==> config.mk <==
export PLATFORM = sky130hd
export DESIGN_NAME = seg_addr_gen
export DESIGN_NICKNAME = d
export VERILOG_FILES = /design/src/rtl/seg_addr_pkg.sv /design/src/rtl/seg_regfile.sv /design/src/rtl/ea_calc.sv /design/src/rtl/seg_select.sv /design/src/rtl/seg_addr_gen.sv
export SDC_FILE = /design/constraint.sdc
export NUM_CORES = 1
export LEC_CHECK = 0
export ABC_CLOCK_PERIOD_IN_PS = 6960
export CAP_MARGIN = 0
export CELL_PAD_IN_SITES_DETAIL_PLACEMENT = 1
export CELL_PAD_IN_SITES_GLOBAL_PLACEMENT = 2
export CORE_AREA = 2 2 181 183
export DETAILED_ROUTE_END_ITERATION = 10
export DIE_AREA = 0 0 183 185
export DONT_BUFFER_PORTS = 1
export HOLD_SLACK_MARGIN = 0.12
export PLACE_DENSITY_LB_ADDON = 0.1
export SLEW_MARGIN = 30
export SYNTH_ARGS = -nofsm -noshare
export SYNTH_HDL_FRONTEND = slang
export SYNTH_SLANG_ARGS = --single-unit
==> constraint.sdc <==
create_clock -name clk -period 6.96 [get_ports clk]
set_input_delay 1.044 -clock clk [delete_from_list [all_inputs] [get_ports clk]]
set_output_delay 1.044 -clock clk [all_outputs]
set_load 0.01 [all_outputs]
==> src/rtl/seg_addr_pkg.sv <==
// Shared widths and code values of the segmented address generator.
// Assumes the mode and segment code widths below are fixed by the callers.
package seg_addr_pkg;
    localparam int MODE_W = 3;
    localparam int SEL_W  = 3;
    localparam int SCL_W  = 2;

    typedef logic [MODE_W-1:0] mode_t;
    typedef logic [SEL_W-1:0]  sel_t;

    localparam mode_t MODE_CONST     = 3'd0;
    localparam mode_t MODE_REG       = 3'd1;
    localparam mode_t MODE_BASE_IDX  = 3'd2;
    localparam mode_t MODE_REG_DISP  = 3'd3;
    localparam mode_t MODE_BIDX_DISP = 3'd4;
    localparam mode_t MODE_SCALED    = 3'd5;

    localparam sel_t SEL_CODE  = 3'd0;
    localparam sel_t SEL_STACK = 3'd1;
    localparam sel_t SEL_DATA0 = 3'd2;
    localparam sel_t SEL_DATA1 = 3'd3;
    localparam sel_t SEL_DATA2 = 3'd4;
    localparam sel_t SEL_DATA3 = 3'd5;
endpackage

==> src/rtl/seg_regfile.sv <==
// Segment register file: NUM_SEG entries, one write port and one
// combinational read port. Writes to codes at or above NUM_SEG are dropped.
// Reads return the value stored before any write in the same cycle.
module seg_regfile
    import seg_addr_pkg::*;
#(
    parameter int NUM_SEG = 6,
    parameter int SEG_W   = 16
) (
    input  logic             clk,
    input  logic             rst_n,
    input  logic             wr_en,
    input  sel_t             wr_sel,
    input  logic [SEG_W-1:0] wr_data,
    input  sel_t             rd_sel,
    output logic [SEG_W-1:0] rd_data
);
    localparam sel_t LAST_SEL = SEL_W'(NUM_SEG - 1);

    logic [NUM_SEG-1:0][SEG_W-1:0] regs;

    genvar g;
    generate
        for (g = 0; g < NUM_SEG; g++) begin : g_entry
            // Store one segment register; reset clears it.
            always_ff @(posedge clk) begin
                if (!rst_n)
                    regs[g] <= '0;
                else if (wr_en && wr_sel == SEL_W'(g))
                    regs[g] <= wr_data;
            end
        end
    endgenerate

    // Read the selected entry; unused codes read as zero.
    always_comb begin
        rd_data = '0;
        for (int k = 0; k < NUM_SEG; k++)
            if (rd_sel == SEL_W'(k))
                rd_data = regs[k];
    end

    assert_write_lands_R7: assert property (@(posedge clk) disable iff (!rst_n)
        (wr_en && wr_sel <= LAST_SEL) |=> regs[$past(wr_sel)] == $past(wr_data));

    assert_bad_write_ignored_R8: assert property (@(posedge clk) disable iff (!rst_n)
        (wr_en && wr_sel > LAST_SEL) |=> $stable(regs));

    assert_idle_keeps_R7: assert property (@(posedge clk) disable iff (!rst_n)
        !wr_en |=> $stable(regs));
endmodule

==> src/rtl/ea_calc.sv <==
// Effective address former: combines base, index and displacement as the
// mode code selects. All sums wrap at EA_W bits. Reserved codes act as
// the constant-only mode.
module ea_calc
    import seg_addr_pkg::*;
#(
    parameter int EA_W = 16
) (
    input  mode_t            mode,
    input  logic [EA_W-1:0]  base,
    input  logic [EA_W-1:0]  index,
    input  logic [EA_W-1:0]  disp,
    input  logic [SCL_W-1:0] scale,
    output logic [EA_W-1:0]  ea
);
    logic [EA_W-1:0] scaled_idx;
    logic [EA_W-1:0] base_idx;

    // Scale the index by a power of two and form the shared base+index term.
    always_comb begin
        scaled_idx = index << scale;
        base_idx   = base + index;
    end

    // Pick the effective address for the requested mode.
    always_comb begin
        case (mode)
            MODE_REG:       ea = base;
            MODE_BASE_IDX:  ea = base_idx;
            MODE_REG_DISP:  ea = base + disp;
            MODE_BIDX_DISP: ea = base_idx + disp;
            MODE_SCALED:    ea = base + scaled_idx;
            default:        ea = disp;
        endcase
    end
endmodule

==> src/rtl/seg_select.sv <==
// Segment chooser: applies the stack-or-data default rule and the
// override. Assumes base_is_stack is meaningful only when the mode has a
// base register.
module seg_select
    import seg_addr_pkg::*;
#(
    parameter int NUM_SEG = 6
) (
    input  mode_t mode,
    input  logic  base_is_stack,
    input  logic  ovr_valid,
    input  sel_t  ovr_sel,
    output sel_t  seg_sel
);
    localparam sel_t LAST_SEL = SEL_W'(NUM_SEG - 1);

    logic has_base;
    sel_t dflt_sel;

    // Decide whether the mode uses a base register.
    always_comb begin
        case (mode)
            MODE_REG, MODE_BASE_IDX, MODE_REG_DISP,
            MODE_BIDX_DISP, MODE_SCALED: has_base = 1'b1;
            default:                     has_base = 1'b0;
        endcase
    end

    // Default segment, then a valid override on top of it.
    always_comb begin
        dflt_sel = (has_base && base_is_stack) ? SEL_STACK : SEL_DATA0;
        if (ovr_valid && ovr_sel <= LAST_SEL)
            seg_sel = ovr_sel;
        else
            seg_sel = dflt_sel;
    end
endmodule

==> src/rtl/seg_addr_gen.sv <==
// Segmented physical address generator top. Reads the chosen segment,
// forms the effective address and registers (segment << SHIFT) + EA,
// dropping any carry out of the top bit. Assumes EA_W < SEG_W + SHIFT.
module seg_addr_gen
    import seg_addr_pkg::*;
#(
    parameter int NUM_SEG = 6,
    parameter int SEG_W   = 16,
    parameter int EA_W    = 16,
    parameter int SHIFT   = 4
) (
    input  logic         clk,
    input  logic         rst_n,
    input  logic         wr_en,
    input  logic [2:0]   wr_sel,
    input  logic [15:0]  wr_data,
    input  logic         req,
    input  logic [2:0]   mode,
    input  logic         base_is_stack,
    input  logic [15:0]  base,
    input  logic [15:0]  index,
    input  logic [15:0]  disp,
    input  logic [1:0]   scale,
    input  logic         ovr_valid,
    input  logic [2:0]   ovr_sel,
    output logic [19:0]  pa,
    output logic         pa_valid
);
    localparam int   PA_W     = SEG_W + SHIFT;
    localparam sel_t LAST_SEL = SEL_W'(NUM_SEG - 1);

    sel_t            seg_sel;
    logic [SEG_W-1:0] seg_val;
    logic [EA_W-1:0]  ea;
    logic [PA_W-1:0]  seg_base;
    logic [PA_W-1:0]  pa_next;

    seg_regfile #(.NUM_SEG(NUM_SEG), .SEG_W(SEG_W)) u_regs (
        .clk     (clk),
        .rst_n   (rst_n),
        .wr_en   (wr_en),
        .wr_sel  (wr_sel),
        .wr_data (wr_data),
        .rd_sel  (seg_sel),
        .rd_data (seg_val)
    );

    ea_calc #(.EA_W(EA_W)) u_ea (
        .mode  (mode),
        .base  (base),
        .index (index),
        .disp  (disp),
        .scale (scale),
        .ea    (ea)
    );

    seg_select #(.NUM_SEG(NUM_SEG)) u_sel (
        .mode          (mode),
        .base_is_stack (base_is_stack),
        .ovr_valid     (ovr_valid),
        .ovr_sel       (ovr_sel),
        .seg_sel       (seg_sel)
    );

    // Shift the segment to its 16-byte base and add the zero-extended EA.
    always_comb begin
        seg_base = {seg_val, {SHIFT{1'b0}}};
        pa_next  = seg_base + {{(PA_W-EA_W){1'b0}}, ea};
    end

    // Register the address on a request and the strobe every cycle.
    always_ff @(posedge clk) begin
        if (!rst_n) begin
            pa       <= '0;
            pa_valid <= 1'b0;
        end else begin
            pa_valid <= req;
            if (req)
                pa <= pa_next;
        end
    end

    assert_valid_after_req_R1: assert property (@(posedge clk) disable iff (!rst_n)
        req |=> pa_valid);

    assert_valid_only_after_req_R1: assert property (@(posedge clk) disable iff (!rst_n)
        !req |=> !pa_valid);

    assert_low_bits_from_ea_R1: assert property (@(posedge clk) disable iff (!rst_n)
        req |=> pa[SHIFT-1:0] == $past(ea[SHIFT-1:0]));

    assert_hold_when_idle_R10: assert property (@(posedge clk) disable iff (!rst_n)
        !req |=> $stable(pa));

    assert_override_wins_R6: assert property (@(posedge clk) disable iff (!rst_n)
        (ovr_valid && ovr_sel <= LAST_SEL) |-> seg_sel == ovr_sel);

    assert_const_mode_data_R5: assert property (@(posedge clk) disable iff (!rst_n)
        (!ovr_valid && (mode == MODE_CONST || mode > MODE_SCALED)) |-> seg_sel == SEL_DATA0);

    assert_stack_default_R5: assert property (@(posedge clk) disable iff (!rst_n)
        (!ovr_valid && base_is_stack && mode != MODE_CONST && mode <= MODE_SCALED)
        |-> seg_sel == SEL_STACK);
endmodule

==> flow_summary.json, run 1 <==
{
  "clk_transition_reported_paths_ns": 0.05,
  "worstMarginPinSlew_ns": 0.915,
  "yosysTopAreaCellShare_pct": 25.5,
  "clock_power_share_pct": 39.0,
  "crit_type": "in2reg",
  "p_switching_mw": 0.671,
  "numCtsBuffers": 17,
  "grtUsageTotal_pct": 19.3,
  "drcViolationCount": 0,
  "ant_nets": 0,
  "hold_viol": 0,
  "final_nets": 1304,
  "p_leak_nw": 3.74,
  "powerDensity_nw_per_um2": 213,
  "synth_cells": 1194,
  "wire_per_inst_microns": 20.4,
  "critPathMaxFanout": 30,
  "clk_path_buf_depth": 2,
  "initial_core_util_pct": 28.7,
  "drtIter0Drc": 349,
  "p_int_mw": 1.48,
  "cts_tree": "done",
  "seq_area_frac_synth_pct": 25.5,
  "finalSetupViolations": 0,
  "crit_arrival_ns": 6.16,
  "synth.distinct_cells": 76,
  "maxCapViolCount": 0,
  "status": "completed",
  "drtPass1Iterations": 4,
  "postCtsSetupBuffers": 0,
  "root_buffer": "clkbuf_16",
  "routed_via_density": 5.33,
  "cts_hold_buf": 0,
  "slew_violations": 0,
  "totalWireLength_microns": 32300,
  "io_buffers": 0,
  "final_layout_size_suffix_gt1_share_pct": 6.65,
  "dp_hpwl_microns": 24500,
  "area_growth_pct": 9.91,
  "core_sq_um": 32000,
  "critPathCaptureType": "register",
  "fin_crit_sh_pct": 84.0,
  "fin_hold_ws_ns": 0.458,
  "irDropWorstVdd_uv": 219,
  "hp-class": "reg2reg",
  "cts_htree_levels": 4,
  "grt_pass1_wl_microns": 50200,
  "clock_sinks": 117,
  "async_reset_ff_share_pct": 0,
  "synth_nets": 1337,
  "ys_ff_latch": 117,
  "overflow": 0,
  "die-area_sq_um": 33900,
  "critPathLaunchType": "input port",
  "yosysTopAreaCell": "dfxtp_1",
  "syn-cell-area_sq_um": 9180,
  "synth-edff-count": 0,
  "vias": 8428,
  "fmax_mhz": 171,
  "pwr-share-seq_pct": 33.4,
  "synth_ff_type": "dfxtp_1",
  "worst_slack_ns": 1.11,
  "yosysWarnings": 0,
  "ctsResizeCount": 0,
  "grt_max_degree": 118,
  "antenna_found_initial": 0,
  "swShare_pct": 31.2,
  "finClkSkew_ns": 0.00449,
  "die_w_microns": 183,
  "die_y_microns": 185,
  "cp.required_ns": 7.27,
  "syn_area_per_cell_sq_um": 7.69,
  "gp_congestion": 0.795,
  "num_rows": 66,
  "grt_setup_unrepaired": "no",
  "pre_cts_slack_ns": 0.639,
  "finalCriticalPeriod_ns": 5.85,
  "comb_power_share_pct": 27.5,
  "clock_latency_ns": 0.42,
  "fin_tns_setup_ns": 0,
  "ys_top_cells_by_area": "dfxtp_1, nand2_1, a21boi_0",
  "diodes": 0,
  "pin_count": 102,
  "grt_pass1_vias": 8659,
  "slew_headroom_pct": 38.8
}
## area by class of cell
cell class                 count  area (sq um)
multi-input combinational    983          6470
fill                        3879         21900
inverter                      30           113
clock inverter                 9          77.6
sequential                   117          2340
timing repair buffer          12          90.1
tap                          408           510
clock buffer                  22           484
## registers in the layout, indices dropped and copies added, names as in the netlist
signal / cells
pa: 20
pa_valid: 1
u_regs.regs: 96
## power groups by stage
stage / clock network [mW] / logic, mW / registers, mW
CTS: 0.864 / 0.594 / 0.719
detailed placement: 0 / 0.591 / 0.734
global route: 0.889 / 0.662 / 0.721
global placement: 0 / 0.590 / 0.733
finish: 0.838 / 0.591 / 0.718
floorplan: 0 / 0.472 / 0.726
## metal layers
metal	global-route usage, %	up-vias	wire length [microns]	share of wire, %
li1	-	4223	-	-
met1	25.2	4068	15500	48
met2	33.7	121	15400	48
met3	2.46	16	1070	3.3
met4	5.25	0	308	0.95
met5	0	-	0	0
## cells in the mapped netlist, types with 4 or more instances
master and n:
a211oi_1 12, a21boi_0 108, a21o_1 18, a21oi_1 68, a221o_1 12, a221oi_1 4
a31oi_1 7, a32oi_1 4, a41oi_1 4, and2_1 6, and3_1 7, buf_2 4
clkbuf_1 56, dfxtp_1 117, fa_1 4, ha_1 58, inv_1 28, mux2_2 12
mux2i_1 33, mux4_2 10, nand2_1 249, nand2b_1 13, nand3_1 15, nand3b_1 5
nor2_1 66, nor2b_1 23, nor3_1 27, nor3b_1 4, o211ai_1 7, o21a_1 18
o21ai_0 59, o21bai_1 5, o22ai_1 13, o31a_1 4, o31ai_1 11, or2_2 5
or3_1 11, xnor2_1 27, xor2_1 7
## layout by cell type, fill, tap and decap left out, types with 5 or more instances in the layout
cell type	n
a211oi_1	12
a21boi_0	108
a21o_1	18
a21oi_1	68
a221o_1	12
a31oi_1	7
and2_1	6
and3_1	7
buf_4	12
clkbuf_16	17
clkinv_2	5
dfxtp_1	117
ha_1	58
inv_1	28
mux2_2	12
mux2i_1	33
mux4_2	10
nand2_1	249
nand2b_1	13
nand3_1	15
nand3b_1	5
nor2_1	66
nor2b_1	23
nor3_1	27
o211ai_1	7
o21a_1	18
o21ai_0	59
o21bai_1	5
o22ai_1	13
o31ai_1	11
or2_2	5
or3_1	11
xnor2_1	27
xor2_1	7
## per-stage QoR
step	cells	cell area, sq um	power (mW)	utilization [%]
after floorplan	1194	9180	1.20	-
after global placement	1550	9530	1.32	29.7
after detailed placement	1550	9530	1.32	29.7
after CTS	1581	10100	2.18	31.5
after global routing	1581	10100	2.27	31.5
final	1581	10100	2.15	31.5
## kinds of logic after synthesis
logic type	share of synthesized area, %
DFF	25.5
buffers and inverters	3.98
muxes	7.52
adders and majority gates	8.78
and+or+nand+nor	21.8
AOI/OAI and AO/OA	29.2
xor gates and xnor gates	3.24
## worst max-delay path: stages
cell and delay, ns:
nor2b_1 0.29, nand2_1 0.19, buf_4 0.25, o21ai_0 0.21, ha_1 0.30, nor2b_1 0.15
o21a_1 0.18, o21a_1 0.20, o41a_1 0.38, a21oi_1 0.25, xnor2_1 0.12, mux4_2 0.48
o2bb2ai_1 0.17, ha_1 0.32, o21ai_0 0.16, o21a_1 0.23, or3_1 0.41, and3_1 0.22
or3b_1 0.39, xnor2_1 0.14, o21ai_1 0.06
## worst paths after layout
check                        from         endpoint  slack [ns]  cells past startpoint
hold reg to reg   u_regs.regs[80]  u_regs.regs[80]        0.46                      2
hold / removal    u_regs.regs[80]  u_regs.regs[80]        0.46                      2
setup / recovery          mode[2]           pa[17]        1.11                     21
setup reg to reg  u_regs.regs[17]           pa[16]        3.56                     13
No activity file was read; power rests on OpenSTA's default activity.
==> run 2: changes to the inputs <==
ABC_CLOCK_PERIOD_IN_PS = 4900   (was 6960)
clock period = 4.9 ns   (was 6.96 ns; I/O delays follow)
==> flow_summary.json, run 2 (synthesized netlist as in run 1, its figures left out) <==
{
  "status": "completed",
  "final_common_cell": "nand2_1",
  "crit_arrival_ns": 5.19,
  "critical-path-top-cell-by-count": "o21a_1",
  "die_y_microns": 185,
  "grt_pass1_vias": 9719,
  "crit_type": "in2reg",
  "numCtsBuffers": 17,
  "gp_congestion": 0.824,
  "hp-class": "in2reg",
  "fmax_mhz": 207,
  "clk_transition_reported_paths_ns": 0.05,
  "antenna_found_initial": 0,
  "overflow": 0,
  "fin_crit_sh_pct": 98.7,
  "r2r_cells": 12,
  "multi_input_area_sq_um": 6910,
  "placed_cell_area_sq_um": 10600,
  "swShare_pct": 31.5,
  "totalWireLength_microns": 35600,
  "largest_reg_flops": 96,
  "dpl.cell_count": 1686,
  "final_nets": 1453,
  "comb_power_share_pct": 33.9,
  "slowest_stage": "mux4_2",
  "final_cell_mix": "nand2_1, buf_4, dfxtp_1",
  "fin_hold_ws_ns": 0.436,
  "clock_sinks": 117,
  "cts_hold_buf": 0,
  "path_cells": "mux2i_1 -> nor2_1 -> a31oi_1 -> o21ai_1 -> ha_1 -> nor2b_1 -> o21a_1 -> o21a_1 -> o41a_1 -> a21oi_2 -> xnor2_2 -> mux4_2 -> o2bb2ai_4 -> ha_4 -> o21ai_2 -> o21a_1 -> or3_4 -> and3_4 -> or3b_4 -> xnor2_2 -> o21ai_1",
  "worstMarginPinSlew_ns": 0.978,
  "max_stage_delay_ns": 0.51,
  "final_area_sq_um": 11700,
  "io_buffers": 0,
  "irDropWorstVdd_uv": 227,
  "diodes": 0,
  "grt_pass1_wl_microns": 55100,
  "ff_latch_area_sq_um": 2340,
  "area_growth_pct": 27.2,
  "cts_tree": "done",
  "hold_viol": 0,
  "dp_hpwl_microns": 26200,
  "drcViolationCount": 0,
  "critPathMaxFanout": 19,
  "p_leak_nw": 4.59,
  "top_register": "u_regs.regs",
  "ant_nets": 0,
  "finalSetupViolations": 0,
  "grtUsageTotal_pct": 21.2,
  "finalCriticalPeriod_ns": 4.84,
  "core_sq_um": 32000,
  "vias": 9139,
  "grt_max_degree": 118,
  "grt_setup_unrepaired": "yes",
  "num_rows": 66,
  "pwr-share-seq_pct": 29.7,
  "slew_violations": 0,
  "die_w_microns": 183,
  "fin_tns_setup_ns": 0,
  "largestRegisters": "u_regs.regs (96), pa (20), pa_valid (1)",
  "clock_latency_ns": 0.43,
  "final_layout_size_suffix_gt1_share_pct": 22.7,
  "cts_htree_levels": 4,
  "pin_count": 102,
  "p_total_mw": 3.44,
  "instances_no_fill": 1731,
  "initial_core_util_pct": 28.7,
  "maxCapViolCount": 0,
  "p_int_mw": 2.36,
  "num-fill-cells": 3818,
  "wire_per_inst_microns": 20.6,
  "finClkSkew_ns": 0.00707,
  "root_buffer": "clkbuf_16",
  "clock_power_share_pct": 36.4,
  "powerDensity_nw_per_um2": 295,
  "drtPass1Iterations": 4,
  "clk_path_buf_depth": 2,
  "drtIter0Drc": 379,
  "cp.required_ns": 5.26,
  "p_switching_mw": 1.08,
  "hold_depth": 1,
  "critPathLaunchType": "input port",
  "die-area_sq_um": 33900,
  "critPathCaptureType": "register",
  "routed_via_density": 5.28,
  "slew_headroom_pct": 34.6
}
[run 2: worst paths after layout]
check	from	end	slack (ns)
max	scale[0]	pa[17]	0.06
min	req	pa[19]	0.44
max reg2reg	u_regs.regs[1]	pa[17]	1.65
min reg2reg	u_regs.regs[36]	u_regs.regs[36]	0.46
[run 2: final cells by class]
| class | count | area share [%] |
|---|---|---|
| multi-input cells | 983 | 59.2 |
| flip-flops and latches | 117 | 20.1 |
| repair buffers | 161 | 10.4 |
| well taps | 408 | 4.37 |
| clock buffers | 19 | 3.88 |
| clock inverters | 13 | 1.14 |
| inverters | 30 | 0.964 |
[run 2: per-stage QoR]
| step | setup slack, ns | util [%] |
|---|---|---|
| final | 0.0641 | 36.5 |
| after floorplan | -0.396 | - |
| after detailed placement | -0.784 | 33.1 |
| after CTS | -0.00878 | 35.5 |
| after global placement | -0.655 | 33.1 |
| after global routing | -0.146 | 36.5 |
[run 2: repair_timing]
item / CTS / global route
buffers inserted: 6 / 8
pin swaps: 29 / 35
resized for setup: 37 / 60
setup endpoints to repair: 9 / 10
[run 2: metal layers]
layer | vias to the layer above | GRT usage [%] | share of wire, % | wire length [microns]
met5 | - | 0 | 0 | 0
met4 | 0 | 4.58 | 0.96 | 343
met3 | 22 | 3.07 | 3.2 | 1150
met2 | 127 | 39.7 | 51 | 18100
met1 | 4460 | 25.6 | 45 | 16000
li1 | 4530 | - | - | -
[run 2: power by group through the flow]
stage          Clock [mW]  Combinational (mW)  Sequential [mW]
2_1_floorplan           0               0.681             1.03
3_3_place_gp            0                1.05             1.04
3_5_place_dp            0                1.06             1.04
4_1_cts              1.27                1.10             1.02
5_1_grt              1.32                1.29             1.02
6_report             1.25                1.17             1.02
[run 2: critical path: cells and delay by family]
| kind | cells | cell delay (ns) |
|---|---|---|
| AND/OR/NAND/NOR | 5 | 1.14 |
| adder cells (fa/ha/maj) | 2 | 0.59 |
| multiplexers | 2 | 0.74 |
| AO/OA/AOI/OAI | 10 | 1.75 |
| XOR/XNOR | 2 | 0.22 |
==> run 3: changes to the inputs <==
PLACE_DENSITY = 0.63   (was default)
PLACE_DENSITY_LB_ADDON = default   (was 0.1)
==> flow_summary.json, run 3 (synthesized netlist as in run 1, its figures left out) <==
{
  "initial_core_util_pct": 28.7,
  "pwr-share-seq_pct": 28.2,
  "largest_reg_flops": 96,
  "top_register": "u_regs.regs",
  "p_switching_mw": 1.06,
  "failed_checks": "setup timing",
  "grt_max_degree": 118,
  "wl_met3_microns": 1080,
  "met2RoutedLength_microns": 16100,
  "postLayoutCoreUtil_pct": 37.1,
  "worstMarginPinSlew_ns": 0.853,
  "dp_hpwl_microns": 25500,
  "largestRegisters": "u_regs.regs (96), pa (20), pa_valid (1)",
  "clk_path_buf_depth": 2,
  "irDropWorstVdd_uv": 213,
  "root_buffer": "clkbuf_16",
  "num_rows": 66,
  "comb_power_share_pct": 32.9,
  "hp-class": "in2reg",
  "grt_pass1_vias": 9582,
  "ant_nets": 0,
  "totalWireLength_microns": 33400,
  "crit_type": "in2reg",
  "clk_transition_reported_paths_ns": 0.05,
  "fmax_mhz": 203,
  "status": "complete, but fails checks",
  "cts_tree": "done",
  "clock_sinks": 117,
  "io_buffers": 0,
  "fin_crit_sh_pct": 101,
  "critPathLaunchType": "input port",
  "final_area_sq_um": 11900,
  "critPathMaxFanout": 30,
  "diodes": 0,
  "p_int_mw": 2.56,
  "slew_headroom_pct": 42.9,
  "overflow": 0,
  "die_y_microns": 185,
  "die-area_sq_um": 33900,
  "antenna_found_initial": 0,
  "finalCriticalPeriod_ns": 4.93,
  "maxCapViolCount": 0,
  "dpl.cell_count": 1688,
  "fin_tns_setup_ns": -0.0334,
  "critPathCaptureType": "register",
  "gp_congestion": 0.834,
  "grtUsageTotal_pct": 19.9,
  "swShare_pct": 29.2,
  "routed_via_density": 5.27,
  "instances_no_fill": 1740,
  "finalSetupViolations": 1,
  "vias": 9173,
  "pin_count": 102,
  "numCtsBuffers": 17,
  "die_w_microns": 183,
  "p_leak_nw": 4.66,
  "final_nets": 1463,
  "reg2reg_setup_slack_ns": 1.72,
  "drt-met1-wl_microns": 15700,
  "drtPass1Iterations": 5,
  "cts_htree_levels": 4,
  "drcViolationCount": 0,
  "p_total_mw": 3.62,
  "final_cell_mix": "nand2_1, buf_4, dfxtp_1",
  "cp.required_ns": 5.26,
  "clock_latency_ns": 0.43,
  "finClkSkew_ns": 0.00722,
  "area_growth_pct": 29.5,
  "top_layer": "met4",
  "final_common_cell": "nand2_1",
  "final_layout_size_suffix_gt1_share_pct": 24.0,
  "core_sq_um": 32000,
  "drtIter0Drc": 363,
  "hold_viol": 0,
  "placed_cell_area_sq_um": 10600,
  "wire_per_inst_microns": 19.2,
  "slew_violations": 0,
  "clock_power_share_pct": 38.8,
  "powerDensity_nw_per_um2": 304,
  "crit_arrival_ns": 5.30,
  "grt_setup_unrepaired": "yes",
  "worst_slack_ns": -0.0334,
  "grt_pass1_wl_microns": 52600
}
## run 3: per-layer routing
layer  vias to the layer above  track usage, %
li1                       4540               -
met5                         -               0
met1                      4474            25.7
met4                         0            5.41
met3                        29            2.58
met2                       130            34.7
## run 3: power groups by stage
stage	Combinational (mW)	Clock, mW	Sequential (mW)
after floorplan	0.681	0	1.03
after global placement	1.04	0	1.04
after detailed placement	1.06	0	1.04
after CTS	1.11	1.44	1.02
after global routing	1.31	1.47	1.03
final	1.19	1.41	1.02
## run 3: cell type report
class | instances | area, sq um
inverters | 30 | 113
clock buffers | 23 | 488
fillers | 3863 | 20100
well taps | 408 | 510
multi-input cells | 983 | 6970
repair buffers | 171 | 1300
flip-flops and latches | 117 | 2340
clock inverters | 8 | 170
## run 3: final timing paths
path	startpoint	to	cells past startpoint
hold / removal	req	pa[19]	1
hold reg to reg	u_regs.regs[74]	u_regs.regs[74]	2
setup / recovery	mode[2]	pa[17]	24
setup reg to reg	u_regs.regs[17]	pa[17]	12
## run 3: stage by stage
stage	hold slack, ns	setup WS, ns
floorplan	0.439	-0.396
global placement	0.447	-0.737
detailed placement	0.455	-0.829
CTS	0.397	-0.0304
global route	0.414	-0.228
finish	0.424	-0.0334
## run 3: critical path, stage by stage
cell       delay, ns
nor2b_4         0.16
nand2_4         0.09
buf_6           0.13
nand2_4         0.07
o41ai_4         0.06
ha_2            0.20
inv_2           0.06
fa_2            0.20
nor2b_1         0.05
o21a_1          0.19
o21a_1          0.19
o41a_1          0.42
a21oi_2         0.21
xnor2_2         0.09
mux4_2          0.51
o2bb2ai_4       0.16
ha_4            0.29
o21ai_2         0.06
o21a_1          0.21
or3_4           0.38
and3_4          0.18
or3b_4          0.38
xnor2_2         0.14
o21ai_1         0.13
## run 3: repair_timing
item	4_1_cts	5_1_grt
resized for setup	42	75
pin swaps	43	49
gates cloned	0	0
endpoints found under the setup margin	9	10
setup buffers	13	10
hold buffers	0	0
